## src/rtl/lfr_pkg.sv

```systemverilog
package lfr_pkg;

    localparam int LANES  = 3;
    localparam int SYNC_W = 32;
    localparam int LNUM_W = 16;
    localparam int ID_W   = 8;
    localparam int PIX_W  = 8;

    typedef enum logic [1:0] {
        ST_HUNT,
        ST_LNUM,
        ST_ID,
        ST_PIX
    } rx_state_e;

    typedef struct packed {
        logic [PIX_W-1:0] r;
        logic [PIX_W-1:0] g;
        logic [PIX_W-1:0] b;
    } rgb_t;

    // A gap is reported only when a previous line exists and the new line is
    // neither a field restart (0) nor the successor of the previous one.
    function automatic logic lnum_gap(input logic              have_prev,
                                      input logic [LNUM_W-1:0] prev,
                                      input logic [LNUM_W-1:0] cur);
        return have_prev && (cur != '0) && (cur != prev + LNUM_W'(1));
    endfunction

endpackage

```

## src/rtl/lfr_sync_hunt.sv

```systemverilog
module lfr_sync_hunt
    import lfr_pkg::*;
#(
    parameter logic [SYNC_W-1:0] PATTERN = 32'hB38F_1D65
) (
    input  logic             clk,
    input  logic             rst,
    input  logic [LANES-1:0] lane_bit,
    output logic             hit
);

    logic [LANES-1:0] lane_hit;

    for (genvar l = 0; l < LANES; l++) begin : g_lane
        logic [SYNC_W-2:0] hist;

        always_ff @(posedge clk) begin
            if (rst) hist <= '0;
            else     hist <= {hist[SYNC_W-3:0], lane_bit[l]};
        end

        assign lane_hit[l] = ({hist, lane_bit[l]} == PATTERN);
    end

    assign hit = &lane_hit;

endmodule

```

## src/rtl/lfr_fwd_lane.sv

```systemverilog
module lfr_fwd_lane
    import lfr_pkg::*;
(
    input  logic clk,
    input  logic rst,
    input  logic bit_in,
    input  logic bump,
    output logic bit_out
);

    logic [ID_W-1:0] dl;
    logic [ID_W-1:0] dl_next;

    assign dl_next = {dl[ID_W-2:0], bit_in};

    // When the last code bit enters, the whole code sits in the delay line
    // with its MSB at the output end; it is replaced by its successor.
    always_ff @(posedge clk) begin
        if (rst)       dl <= '0;
        else if (bump) dl <= dl_next + ID_W'(1);
        else           dl <= dl_next;
    end

    assign bit_out = dl[ID_W-1];

endmodule

```

## src/rtl/lfr_pix_deser.sv

```systemverilog
module lfr_pix_deser
    import lfr_pkg::*;
(
    input  logic             clk,
    input  logic             rst,
    input  logic [LANES-1:0] lane_bit,
    output rgb_t             word
);

    logic [PIX_W-1:0] lane_word [LANES];

    for (genvar l = 0; l < LANES; l++) begin : g_lane
        logic [PIX_W-2:0] sh;

        always_ff @(posedge clk) begin
            if (rst) sh <= '0;
            else     sh <= {sh[PIX_W-3:0], lane_bit[l]};
        end

        assign lane_word[l] = {sh, lane_bit[l]};
    end

    assign word.r = lane_word[2];
    assign word.g = lane_word[1];
    assign word.b = lane_word[0];

endmodule

```

## src/rtl/line_frame_rx.sv

```systemverilog
module line_frame_rx
    import lfr_pkg::*;
#(
    parameter logic [31:0] SYNC_WORD = 32'hB38F_1D65,
    parameter int          LINE_PIX  = 384,
    parameter int          WIN       = 128,
    parameter int          ROW_W     = 7,
    localparam int         COL_W     = $clog2(WIN),
    localparam int         ADDR_W    = ROW_W + COL_W
) (
    input  logic              clk,
    input  logic              rst,
    input  logic [2:0]        rx_bits,
    output logic [2:0]        fwd_bits,
    output logic              wr_en,
    output logic [ADDR_W-1:0] wr_addr,
    output logic [23:0]       wr_data,
    output logic              line_lost
);

    localparam int NSEG  = LINE_PIX / WIN;
    localparam int SEG_W = (NSEG > 1) ? $clog2(NSEG) : 1;
    localparam int CNT_W = $clog2(LNUM_W);

    localparam logic [CNT_W-1:0] LNUM_LAST = CNT_W'(LNUM_W - 1);
    localparam logic [CNT_W-1:0] ID_LAST   = CNT_W'(ID_W - 1);
    localparam logic [CNT_W-1:0] PIX_LAST  = CNT_W'(PIX_W - 1);
    localparam logic [COL_W-1:0] COL_LAST  = COL_W'(WIN - 1);
    localparam logic [SEG_W-1:0] SEG_LAST  = SEG_W'(NSEG - 1);

    rx_state_e          state;
    logic [CNT_W-1:0]   cnt;
    logic [COL_W-1:0]   col;
    logic [SEG_W-1:0]   seg;
    logic [LNUM_W-2:0]  hdr_sh;
    logic [LNUM_W-1:0]  hdr_word;
    logic [LNUM_W-1:0]  line_q;
    logic               have_line;
    logic [ID_W-1:0]    id_q;
    logic               sync_hit;
    logic               bump;
    logic               in_win;
    rgb_t               pix_word;

    // ---------------- sub-blocks ----------------
    lfr_sync_hunt #(.PATTERN(SYNC_WORD)) i_hunt (
        .clk      (clk),
        .rst      (rst),
        .lane_bit (rx_bits),
        .hit      (sync_hit)
    );

    lfr_pix_deser i_deser (
        .clk      (clk),
        .rst      (rst),
        .lane_bit (rx_bits),
        .word     (pix_word)
    );

    for (genvar l = 0; l < LANES; l++) begin : g_fwd
        lfr_fwd_lane i_lane (
            .clk     (clk),
            .rst     (rst),
            .bit_in  (rx_bits[l]),
            .bump    (bump),
            .bit_out (fwd_bits[l])
        );
    end

    // ---------------- header shift on the red lane ----------------
    always_ff @(posedge clk) begin
        if (rst) hdr_sh <= '0;
        else     hdr_sh <= {hdr_sh[LNUM_W-3:0], rx_bits[2]};
    end

    assign hdr_word = {hdr_sh, rx_bits[2]};
    assign bump     = (state == ST_ID) && (cnt == ID_LAST);
    assign in_win   = (32'(seg) == 32'(id_q));

    // ---------------- frame sequencer ----------------
    always_ff @(posedge clk) begin
        if (rst) begin
            state     <= ST_HUNT;
            cnt       <= '0;
            col       <= '0;
            seg       <= '0;
            line_q    <= '0;
            have_line <= 1'b0;
            id_q      <= '0;
            wr_en     <= 1'b0;
            wr_addr   <= '0;
            wr_data   <= '0;
            line_lost <= 1'b0;
        end else begin
            wr_en     <= 1'b0;
            line_lost <= 1'b0;
            unique case (state)
                ST_HUNT: begin
                    cnt <= '0;
                    if (sync_hit) state <= ST_LNUM;
                end
                ST_LNUM: begin
                    if (cnt == LNUM_LAST) begin
                        line_lost <= lnum_gap(have_line, line_q, hdr_word);
                        line_q    <= hdr_word;
                        have_line <= 1'b1;
                        cnt       <= '0;
                        state     <= ST_ID;
                    end else begin
                        cnt <= cnt + CNT_W'(1);
                    end
                end
                ST_ID: begin
                    if (cnt == ID_LAST) begin
                        id_q  <= hdr_word[ID_W-1:0];
                        cnt   <= '0;
                        col   <= '0;
                        seg   <= '0;
                        state <= ST_PIX;
                    end else begin
                        cnt <= cnt + CNT_W'(1);
                    end
                end
                ST_PIX: begin
                    if (cnt == PIX_LAST) begin
                        cnt     <= '0;
                        wr_en   <= in_win;
                        wr_data <= pix_word;
                        wr_addr <= {line_q[ROW_W-1:0], col};
                        if (col == COL_LAST) begin
                            col <= '0;
                            if (seg == SEG_LAST) state <= ST_HUNT;
                            else                 seg   <= seg + SEG_W'(1);
                        end else begin
                            col <= col + COL_W'(1);
                        end
                    end else begin
                        cnt <= cnt + CNT_W'(1);
                    end
                end
                default: state <= ST_HUNT;
            endcase
        end
    end

    // ---------------- assertions ----------------
    p_lost_single_r7: assert property (@(posedge clk) disable iff (rst)
        line_lost |=> !line_lost);

    p_lost_from_header_r7: assert property (@(posedge clk) disable iff (rst)
        line_lost |-> $past(state) == ST_LNUM);

    p_write_from_pixels_r3: assert property (@(posedge clk) disable iff (rst)
        wr_en |-> $past(state) == ST_PIX);

    p_write_spacing_r3: assert property (@(posedge clk) disable iff (rst)
        wr_en |=> !wr_en);

    p_hunt_quiet_r1: assert property (@(posedge clk) disable iff (rst)
        (state == ST_HUNT && $past(state) == ST_HUNT) |-> !wr_en);

    p_id_after_line_r2: assert property (@(posedge clk) disable iff (rst)
        $rose(state == ST_ID) |-> $past(state) == ST_LNUM);

endmodule

```

## config.mk

```make
export PLATFORM = sky130hd
export DESIGN_NAME = line_frame_rx
export DESIGN_NICKNAME = d
export VERILOG_FILES = /design/src/rtl/lfr_pkg.sv /design/src/rtl/lfr_sync_hunt.sv /design/src/rtl/lfr_fwd_lane.sv /design/src/rtl/lfr_pix_deser.sv /design/src/rtl/line_frame_rx.sv
export SDC_FILE = /design/constraint.sdc
export NUM_CORES = 1
export LEC_CHECK = 0
export ABC_AREA = 1
export CAP_MARGIN = 20
export CORE_MARGIN = 4
export CORE_UTILIZATION = 47
export CTS_CLUSTER_SIZE = 28
export DETAILED_ROUTE_END_ITERATION = 10
export PLACE_DENSITY = 0.66
export SLEW_MARGIN = 10
export SYNTH_ARGS = -nofsm -noshare
export SYNTH_HDL_FRONTEND = slang
export SYNTH_SLANG_ARGS = --single-unit
```

## constraint.sdc

```tcl
create_clock -name clk -period 4.6 [get_ports clk]
set_input_delay 0.92 -clock clk [delete_from_list [all_inputs] [get_ports clk]]
set_output_delay 0.92 -clock clk [all_outputs]
set_load 0.005 [all_outputs]
```

==> flow_summary.yaml, run 1 <==
outcome:
  status: "finished clean"
synth:
  synthDistinctLibCells: 37
  ys_ff_latch: 197
  synth_flop_cell: "dfxtp_1"
  synth_compound_area_share_pct: 11.0
  async_flop_share_pct: 0
  muxShareOfSynthArea_pct: 0
  synth_fp_nets: 1002
  synthesis.instances: 985
  synth_top_area_cell: "dfxtp_1"
  avgSynthCellArea_um2: 7.70
  synth_top_area_share_pct: 52.0
  synth_area_mm2: 0.00759
  yosys.cell_count.top_type: "dfxtp_1"
  synth_simple_gate_area_share_pct: 22.7
  synth_top_family_by_area: "simple AND/OR/NAND/NOR gates"
  synth_area_leaders: "dfxtp_1, nor2_1, inv_1"
  synth_edf_count: 0
  ys_seq_area_share_pct: 52.0
  yosys_warnings: 0
  synthTopCellsByCount: "dfxtp_1, nor2_1, inv_1"
  synth-xor-area-share_pct: 2.14
  synth_fa_ha_area_share_pct: 1.98
cts:
  cts-htree-levels: 4
  cts-resized-gates: 0
  cts_root_buf: "clkbuf_16"
  clk_pin_slew_ns: 0.07
  clock_path_buffers: 2
  cts_hold_buf: 0
  clock_latency_ns: 0.43
  cts.sinks: 197
  cts_tree: "built"
  cts_made_buffers: 17
  post_cts_buffers: 0
global_route:
  grt_antenna_before_repair: 0
  grt_pass1_wl_mm: 24.9
  grt.met1_usage_pct: 22.8
  grtUsageTotal_pct: 16.7
  grt_use_met3_pct: 4.10
  grt_pass1_vias: 5344
  grt_overflow_total: 0
  grt_util_met2_pct: 26.7
  grt.busiest_layer: "met2"
  grt_max_degree: 103
drt:
  vias: 5881
  drtIter0Drc: 283
  avgViaCountPerCell: 4.72
  antenna_left: 0
  routedWlPerCell_um: 11.8
  wl_mm: 14.7
  route.detailed.drc: 0
  first_pass_iters: 5
floorplan:
  dieHeight_um: 135
  rows: 46
  die_x_um: 135
  die_area_mm2: 0.0182
  initial_core_util_pct: 47.9
  io_pins: 48
  core_area_mm2: 0.0158
timing:
  timing.final.ws_setup_ns: 2.32
  relSlewSlack_pct: 29.3
  period_share_pct: 49.5
  rsz0062_at_grt: "no"
  slew_violations: 0
  finalHoldViolations: 0
  tns_ns: 0
  tightest_slew_ns: 1.06
  hold_slack_ns: 0.422
  finalCriticalPeriod_ns: 2.28
  finalSetupViolCount: 0
  max_freq_mhz: 439
  clock_skew_ns: 0.0100
worst_setup_path:
  cp.required_ns: 3.68
  critical_path.max_fanout: 2
  crit_type: "reg2out"
  path_cells: "clkdlybuf4s50_1"
  cp_data_arrival_time_ns: 1.36
  cp-end-kind: "primary output"
  crit_slowest_cell: "clkdlybuf4s50_1"
  path_buf_inv: 1
  slowest_delay_ns: 0.53
  start_kind: "register"
  crit_family: "buffers and inverters"
layout:
  diodes: 0
  final_nets: 1035
  drive_above_1_share_pct: 5.33
  fillers: 1475
  area_growth_pct: 16.5
job:
  drv_cap: 0
pwr:
  power_density_mw_per_mm2: 385
  leakage_nw: 3.44
  peakVddDrop_v: 0.000298
place:
  gp_congestion: 0.817
  port-buffer-count: 47
  post-place-ws_ns: 1.97
  hpwl_mm: 9.72
hold_path:
  hold_class: "reg2reg"
-- cells by family after synthesis --
group,count (synthesis)
AOI/OAI and AO/OA,164
adders and majority gates,12
buffers and inverters,196
DFF,197
xor gates and xnor gates,17
and+or+nand+nor,399
-- path summary, 6_finish.rpt --
path                        startpoint                         to  slack, ns  depth (start not counted)
max                         wr_data[1]                 wr_data[1]       2.32                          1
min          i_hunt.g_lane[0].hist[16]  i_hunt.g_lane[0].hist[17]       0.42                          2
max reg2reg                     cnt[0]                     col[5]       2.39                         10
min reg2reg  i_hunt.g_lane[0].hist[16]  i_hunt.g_lane[0].hist[17]       0.42                          2
-- area by class of cell --
class	count	area, µm²	area share [%]
flip-flops and latches	197	3940	44.6
multi-input cells	592	2870	32.5
inverters	160	601	6.79
repair buffers	50	503	5.69
clock buffers	18	429	4.85
well taps	216	270	3.06
clock inverters	14	219	2.48
-- cells in the final DEF (no fill, tap or decap), types with 4 or more instances in the layout --
master             n
dfxtp_1          197
nor2_1           178
inv_1            157
nand2_1          140
a21oi_1           90
o21ai_0           66
clkdlybuf4s50_1   46
nand3_1           33
clkbuf_16         17
nand4_1           13
ha_1              12
nor3_1             9
xor2_1             9
xnor2_1            7
bufinv_16          5
nand2_2            4
inv_6              4
-- layer usage --
layer  up-vias  part of all wire (%)  wire length [µm]
met3         9                   3.8               553
met4         0                  0.79               116
met1      2670                    50              7320
li1       3127                     -                 -
met5         -                     0                 0
met2        75                    46              6710
-- per-stage QoR --
stage	utilization, %	area [µm²]	power [mW]	cells
after floorplan	-	7590	1.80	985
after global placement	51.6	8170	1.82	1214
after detailed placement	51.6	8170	1.82	1214
after CTS	55.7	8820	3.44	1246
after global routing	55.8	8840	3.52	1247
final	55.8	8840	3.40	1247
-- power breakdown --
part / total (mW) / switching, mW / internal [mW]
Clock: 1.62 / 0.652 / 0.971
Combinational: 0.0628 / 0.0461 / 0.0166
Sequential: 1.72 / 0.00588 / 1.71
-- state kept, by name (all words and copies together) (netlist names) --
register            cells
i_hunt.g_lane.hist     73
g_fwd.i_lane.dl        24
wr_data                24
line_q                 16
hdr_sh                 14
wr_addr                14
id_q                    8
col                     7
i_deser.g_lane.sh       6
cnt                     4
seg                     2
state                   2
have_line               1
line_lost               1
wr_en                   1
Note: power is estimated with default switching activity, not from simulation.
==> inputs of run 2 (changes only) <==
Settings changed: PLACE_DENSITY 0.66 to 0.68.
Clock period 4.6 ns to 1.95 ns, I/O delays scaled along.
==> flow_summary.yaml, run 2 (synthesis gave the netlist of run 1 again) <==
outcome:
  status: "finished clean"
timing:
  max_freq_mhz: 566
  tns_ns: 0
  finalSetupViolCount: 0
  timing.final.ws_setup_ns: 0.184
  rsz0062_at_grt: "no"
  period_share_pct: 90.6
  tightest_slew_ns: 0.523
  clock_skew_ns: 0.0116
  finalHoldViolations: 0
  finalCriticalPeriod_ns: 1.77
  relSlewSlack_pct: 65.1
  slew_violations: 0
drt:
  wl_mm: 15.2
  vias: 5891
  avgViaCountPerCell: 4.62
  routedWlPerCell_um: 11.9
  route.detailed.drc: 0
  drtIter0Drc: 308
  antenna_left: 0
  first_pass_iters: 4
layout:
  most-common-layout-cells: "dfxtp_1, nor2_1, inv_1"
  drive_above_1_share_pct: 8.58
  top_regs: "i_hunt.g_lane.hist (73), g_fwd.i_lane.dl (24), wr_data (24)"
  largest_register: "i_hunt.g_lane.hist"
  fillers: 1472
  final_common_cell: "dfxtp_1"
  area_growth_pct: 19.5
  largest_reg_flops: 73
  instances_no_fill: 1276
  final_nets: 1064
  diodes: 0
floorplan:
  die_x_um: 135
  die_area_mm2: 0.0182
  core_area_mm2: 0.0158
  rows: 46
  dieHeight_um: 135
  initial_core_util_pct: 47.9
  io_pins: 48
global_route:
  grt_pass1_vias: 5594
  grt_antenna_before_repair: 0
  grt_max_degree: 118
  grt_overflow_total: 0
  grt_pass1_wl_mm: 25.8
  grtUsageTotal_pct: 17.4
pwr:
  power_density_mw_per_mm2: 840
  leakage_nw: 3.60
  peakVddDrop_v: 0.000648
worst_setup_path:
  cp-end-kind: "register"
  critical_path.max_fanout: 13
  crit_type: "reg2reg"
  cp.required_ns: 2.28
  start_kind: "register"
  cp_data_arrival_time_ns: 2.09
cts:
  cts_made_buffers: 17
  cts_tree: "built"
  clock_path_buffers: 2
  cts_root_buf: "clkbuf_16"
  cts_hold_buf: 0
  clk_pin_slew_ns: 0.07
  cts.sinks: 197
  clock_latency_ns: 0.44
  cts-htree-levels: 4
place:
  hpwl_mm: 10.3
  gp_congestion: 0.841
  post-place-ws_ns: 0.0136
  placed_cells: 1236
  port-buffer-count: 47
job:
  drv_cap: 0
hold_path:
  hold_class: "reg2reg"
[run 2: area by class of cell]
| type | count | area, µm² | area share (%) |
|---|---|---|---|
| Multi-Input combinational cell | 592 | 2920 | 32.3 |
| Clock buffer | 18 | 429 | 4.73 |
| Timing Repair Buffer | 79 | 746 | 8.23 |
| Sequential cell | 197 | 3950 | 43.5 |
| Clock inverter | 14 | 145 | 1.60 |
| Inverter | 160 | 603 | 6.65 |
| Tap cell | 216 | 270 | 2.98 |
[run 2: final timing paths]
| path | from | endpoint | slack [ns] | cells after the start |
|---|---|---|---|---|
| max reg2reg | state[0] | g_fwd[0].i_lane.dl[7] | 0.18 | 8 |
| min | i_hunt.g_lane[0].hist[11] | i_hunt.g_lane[0].hist[12] | 0.41 | 2 |
| min reg2reg | i_hunt.g_lane[0].hist[11] | i_hunt.g_lane[0].hist[12] | 0.41 | 2 |
| max | state[0] | g_fwd[0].i_lane.dl[7] | 0.18 | 8 |
[run 2: power by group]
group | total [mW] | internal (mW) | switching (mW)
Clock | 3.39 | 1.80 | 1.59
Sequential | 4.05 | 4.04 | 0.0138
Combinational | 0.168 | 0.0515 | 0.117
Total | 7.61 | 5.89 | 1.72
[run 2: metrics by stage]
step | power, mW | utilization (%) | cell area, µm² | hold slack, ns
after detailed placement | 4.31 | 52.9 | 8370 | 0.411
after global routing | 7.88 | 57.3 | 9060 | 0.433
after floorplan | 4.25 | - | 7590 | 0.403
after global placement | 4.31 | 52.9 | 8370 | 0.405
final | 7.61 | 57.3 | 9060 | 0.415
after CTS | 7.69 | 56.5 | 8950 | 0.418
[run 2: metal layers]
layer  wire [µm]  track usage [%]
met1        7680             23.6
met5           0                0
met2        6800             27.6
met3         482             4.14
met4         254             5.99
[run 2: worst max-delay path, stage by stage, from the launching register on]
cell and delay [ns]:
dfxtp_1 0.34, inv_1 0.11, ha_1 0.33, nand2_8 0.13, buf_4 0.18, nor4_4 0.26, nand3_1 0.14, o21ai_1 0.14
a21oi_1 0.05
[run 2: timing repair]
item,4_1_cts,5_1_grt
resized for setup,0,15
setup endpoints to repair,0,19
buffers inserted,0,8
==> inputs of run 3 (changes only) <==
Settings changed: CORE_MARGIN 4 to 2, PLACE_DENSITY 0.68 to 0.66.
==> flow_summary.yaml, run 3 (synthesis gave the netlist of run 1 again) <==
pwr:
  combPwrFrac_pct: 2.1
  leakage_nw: 3.57
  peakVddDrop_v: 0.000697
  seq_power_share_pct: 52.1
  power.switching_mw: 1.73
  p_clk_share_pct: 45.8
  power_density_mw_per_mm2: 863
  power_mw: 7.79
  internal-power_mw: 6.06
  sw_frac_of_total_pct: 22.2
worst_setup_path:
  crit_slowest_cell: "dfxtp_1"
  cp-end-kind: "register"
  critical_path.max_fanout: 6
  cp.required_ns: 2.26
  cp_common_cell: "nand2_1"
  crit_type: "reg2reg"
  start_kind: "register"
  path_cells: "ha_1, nand2_2, nor2_4, nand2_1, nand2_1, inv_1, nor3_4, nand2_1, nor2_1, nor3_1"
  cp_data_arrival_time_ns: 2.08
  slowest_delay_ns: 0.36
timing:
  finalHoldViolations: 0
  clock_skew_ns: 0.00647
  rsz0062_at_grt: "yes"
  slew_violations: 0
  relSlewSlack_pct: 73.9
  max_freq_mhz: 566
  finalSetupViolCount: 0
  tightest_slew_ns: 0.387
  hold_slack_ns: 0.324
  finalCriticalPeriod_ns: 1.77
  period_share_pct: 90.6
drt:
  route.detailed.drc: 0
  routed.top_layer: "met4"
  drtIter0Drc: 300
  avgViaCountPerCell: 4.68
  wl_met2_mm: 7.05
  wl_met3_um: 471
  antenna_left: 0
  routedWlPerCell_um: 12.0
  first_pass_iters: 4
  wl_met1_mm: 7.54
  vias: 5937
  wl_mm: 15.2
floorplan:
  dieHeight_um: 131
  rows: 46
  initial_core_util_pct: 47.9
  die_x_um: 131
  core_area_mm2: 0.0158
  io_pins: 48
  die_area_mm2: 0.0172
layout:
  top_regs: "i_hunt.g_lane.hist (73), g_fwd.i_lane.dl (24), wr_data (24)"
  most-common-layout-cells: "dfxtp_1, nor2_1, inv_1"
  diodes: 0
  final_common_cell: "dfxtp_1"
  utilization_pct: 57.0
  area_growth_pct: 18.9
  largest_register: "i_hunt.g_lane.hist"
  drive_above_1_share_pct: 7.79
  largest_reg_flops: 73
  final_nets: 1057
  fillers: 1474
job:
  drv_cap: 0
cts:
  clk_pin_slew_ns: 0.07
  clock_latency_ns: 0.42
  cts-resized-gates: 0
  cts_tree: "built"
  cts.sinks: 197
  cts-htree-levels: 4
  clock_path_buffers: 2
  post_cts_buffers: 0
  cts_root_buf: "clkbuf_16"
  cts_made_buffers: 17
  cts_hold_buf: 0
global_route:
  grt_max_degree: 74
  grt_antenna_before_repair: 0
  grt_pass1_vias: 5471
  grt_pass1_wl_mm: 25.8
  grt_overflow_total: 0
  grtUsageTotal_pct: 19.1
hold_path:
  hold_class: "in2reg"
place:
  port-buffer-count: 47
  gp_congestion: 0.840
  hpwl_mm: 10.5
outcome:
  status: "finished clean"
## run 3: cell types whose count changed in the layout (fill, tap and decap cells not counted), sizes merged
cell / change
clkinv: -3
buf: -7
clkinvlp: +2
bufinv: +1
## run 3: cell type report
class	instances	area [µm²]	area share (%)
Clock inverter	14	169	1.87
Multi-Input combinational cell	592	2910	32.2
Timing Repair Buffer	72	693	7.68
Inverter	160	601	6.66
Tap cell	216	270	3.00
Sequential cell	197	3940	43.7
Clock buffer	18	439	4.87
## run 3: final timing paths
path	startpoint	endpoint	slack [ns]	cells past startpoint
setup / recovery	cnt[0]	col[5]	0.18	10
hold / removal	rst	hdr_sh[0]	0.32	2
setup reg to reg	cnt[0]	col[5]	0.18	10
hold reg to reg	i_hunt.g_lane[0].hist[25]	i_hunt.g_lane[0].hist[26]	0.42	2
## run 3: worst max-delay path, delay by kind of cell (launching register included)
kind | cells | cell delay [ns]
adder cells (fa/ha/maj) | 1 | 0.20
buffers and inverters | 1 | 0.13
flip-flops | 1 | 0.36
AND/OR/NAND/NOR | 8 | 0.95
## run 3: per-layer routing
layer	vias up	track usage (%)
met5	-	0
li1	3181	-
met3	8	4.32
met4	0	6.32
met1	2672	26.0
met2	76	30.0
## run 3: metrics by stage
step / instances / setup slack, ns / TNS [ns] / instance area [µm²]
floorplan: 985 / 0.358 / 0 / 7590
global placement: 1237 / 0.0399 / 0 / 8380
detailed placement: 1237 / -0.0104 / -0.0104 / 8380
CTS: 1269 / 0.0926 / 0 / 8990
global route: 1269 / -0.0175 / -0.0175 / 9020
finish: 1269 / 0.183 / 0 / 9020
## run 3: power by group through the flow
stage	sequential (mW)	combinational, mW	clock (mW)
2_1_floorplan	4.14	0.109	0
3_3_place_gp	4.15	0.168	0
3_5_place_dp	4.15	0.168	0
4_1_cts	4.05	0.169	3.66
5_1_grt	4.06	0.190	3.82
6_report	4.05	0.167	3.57
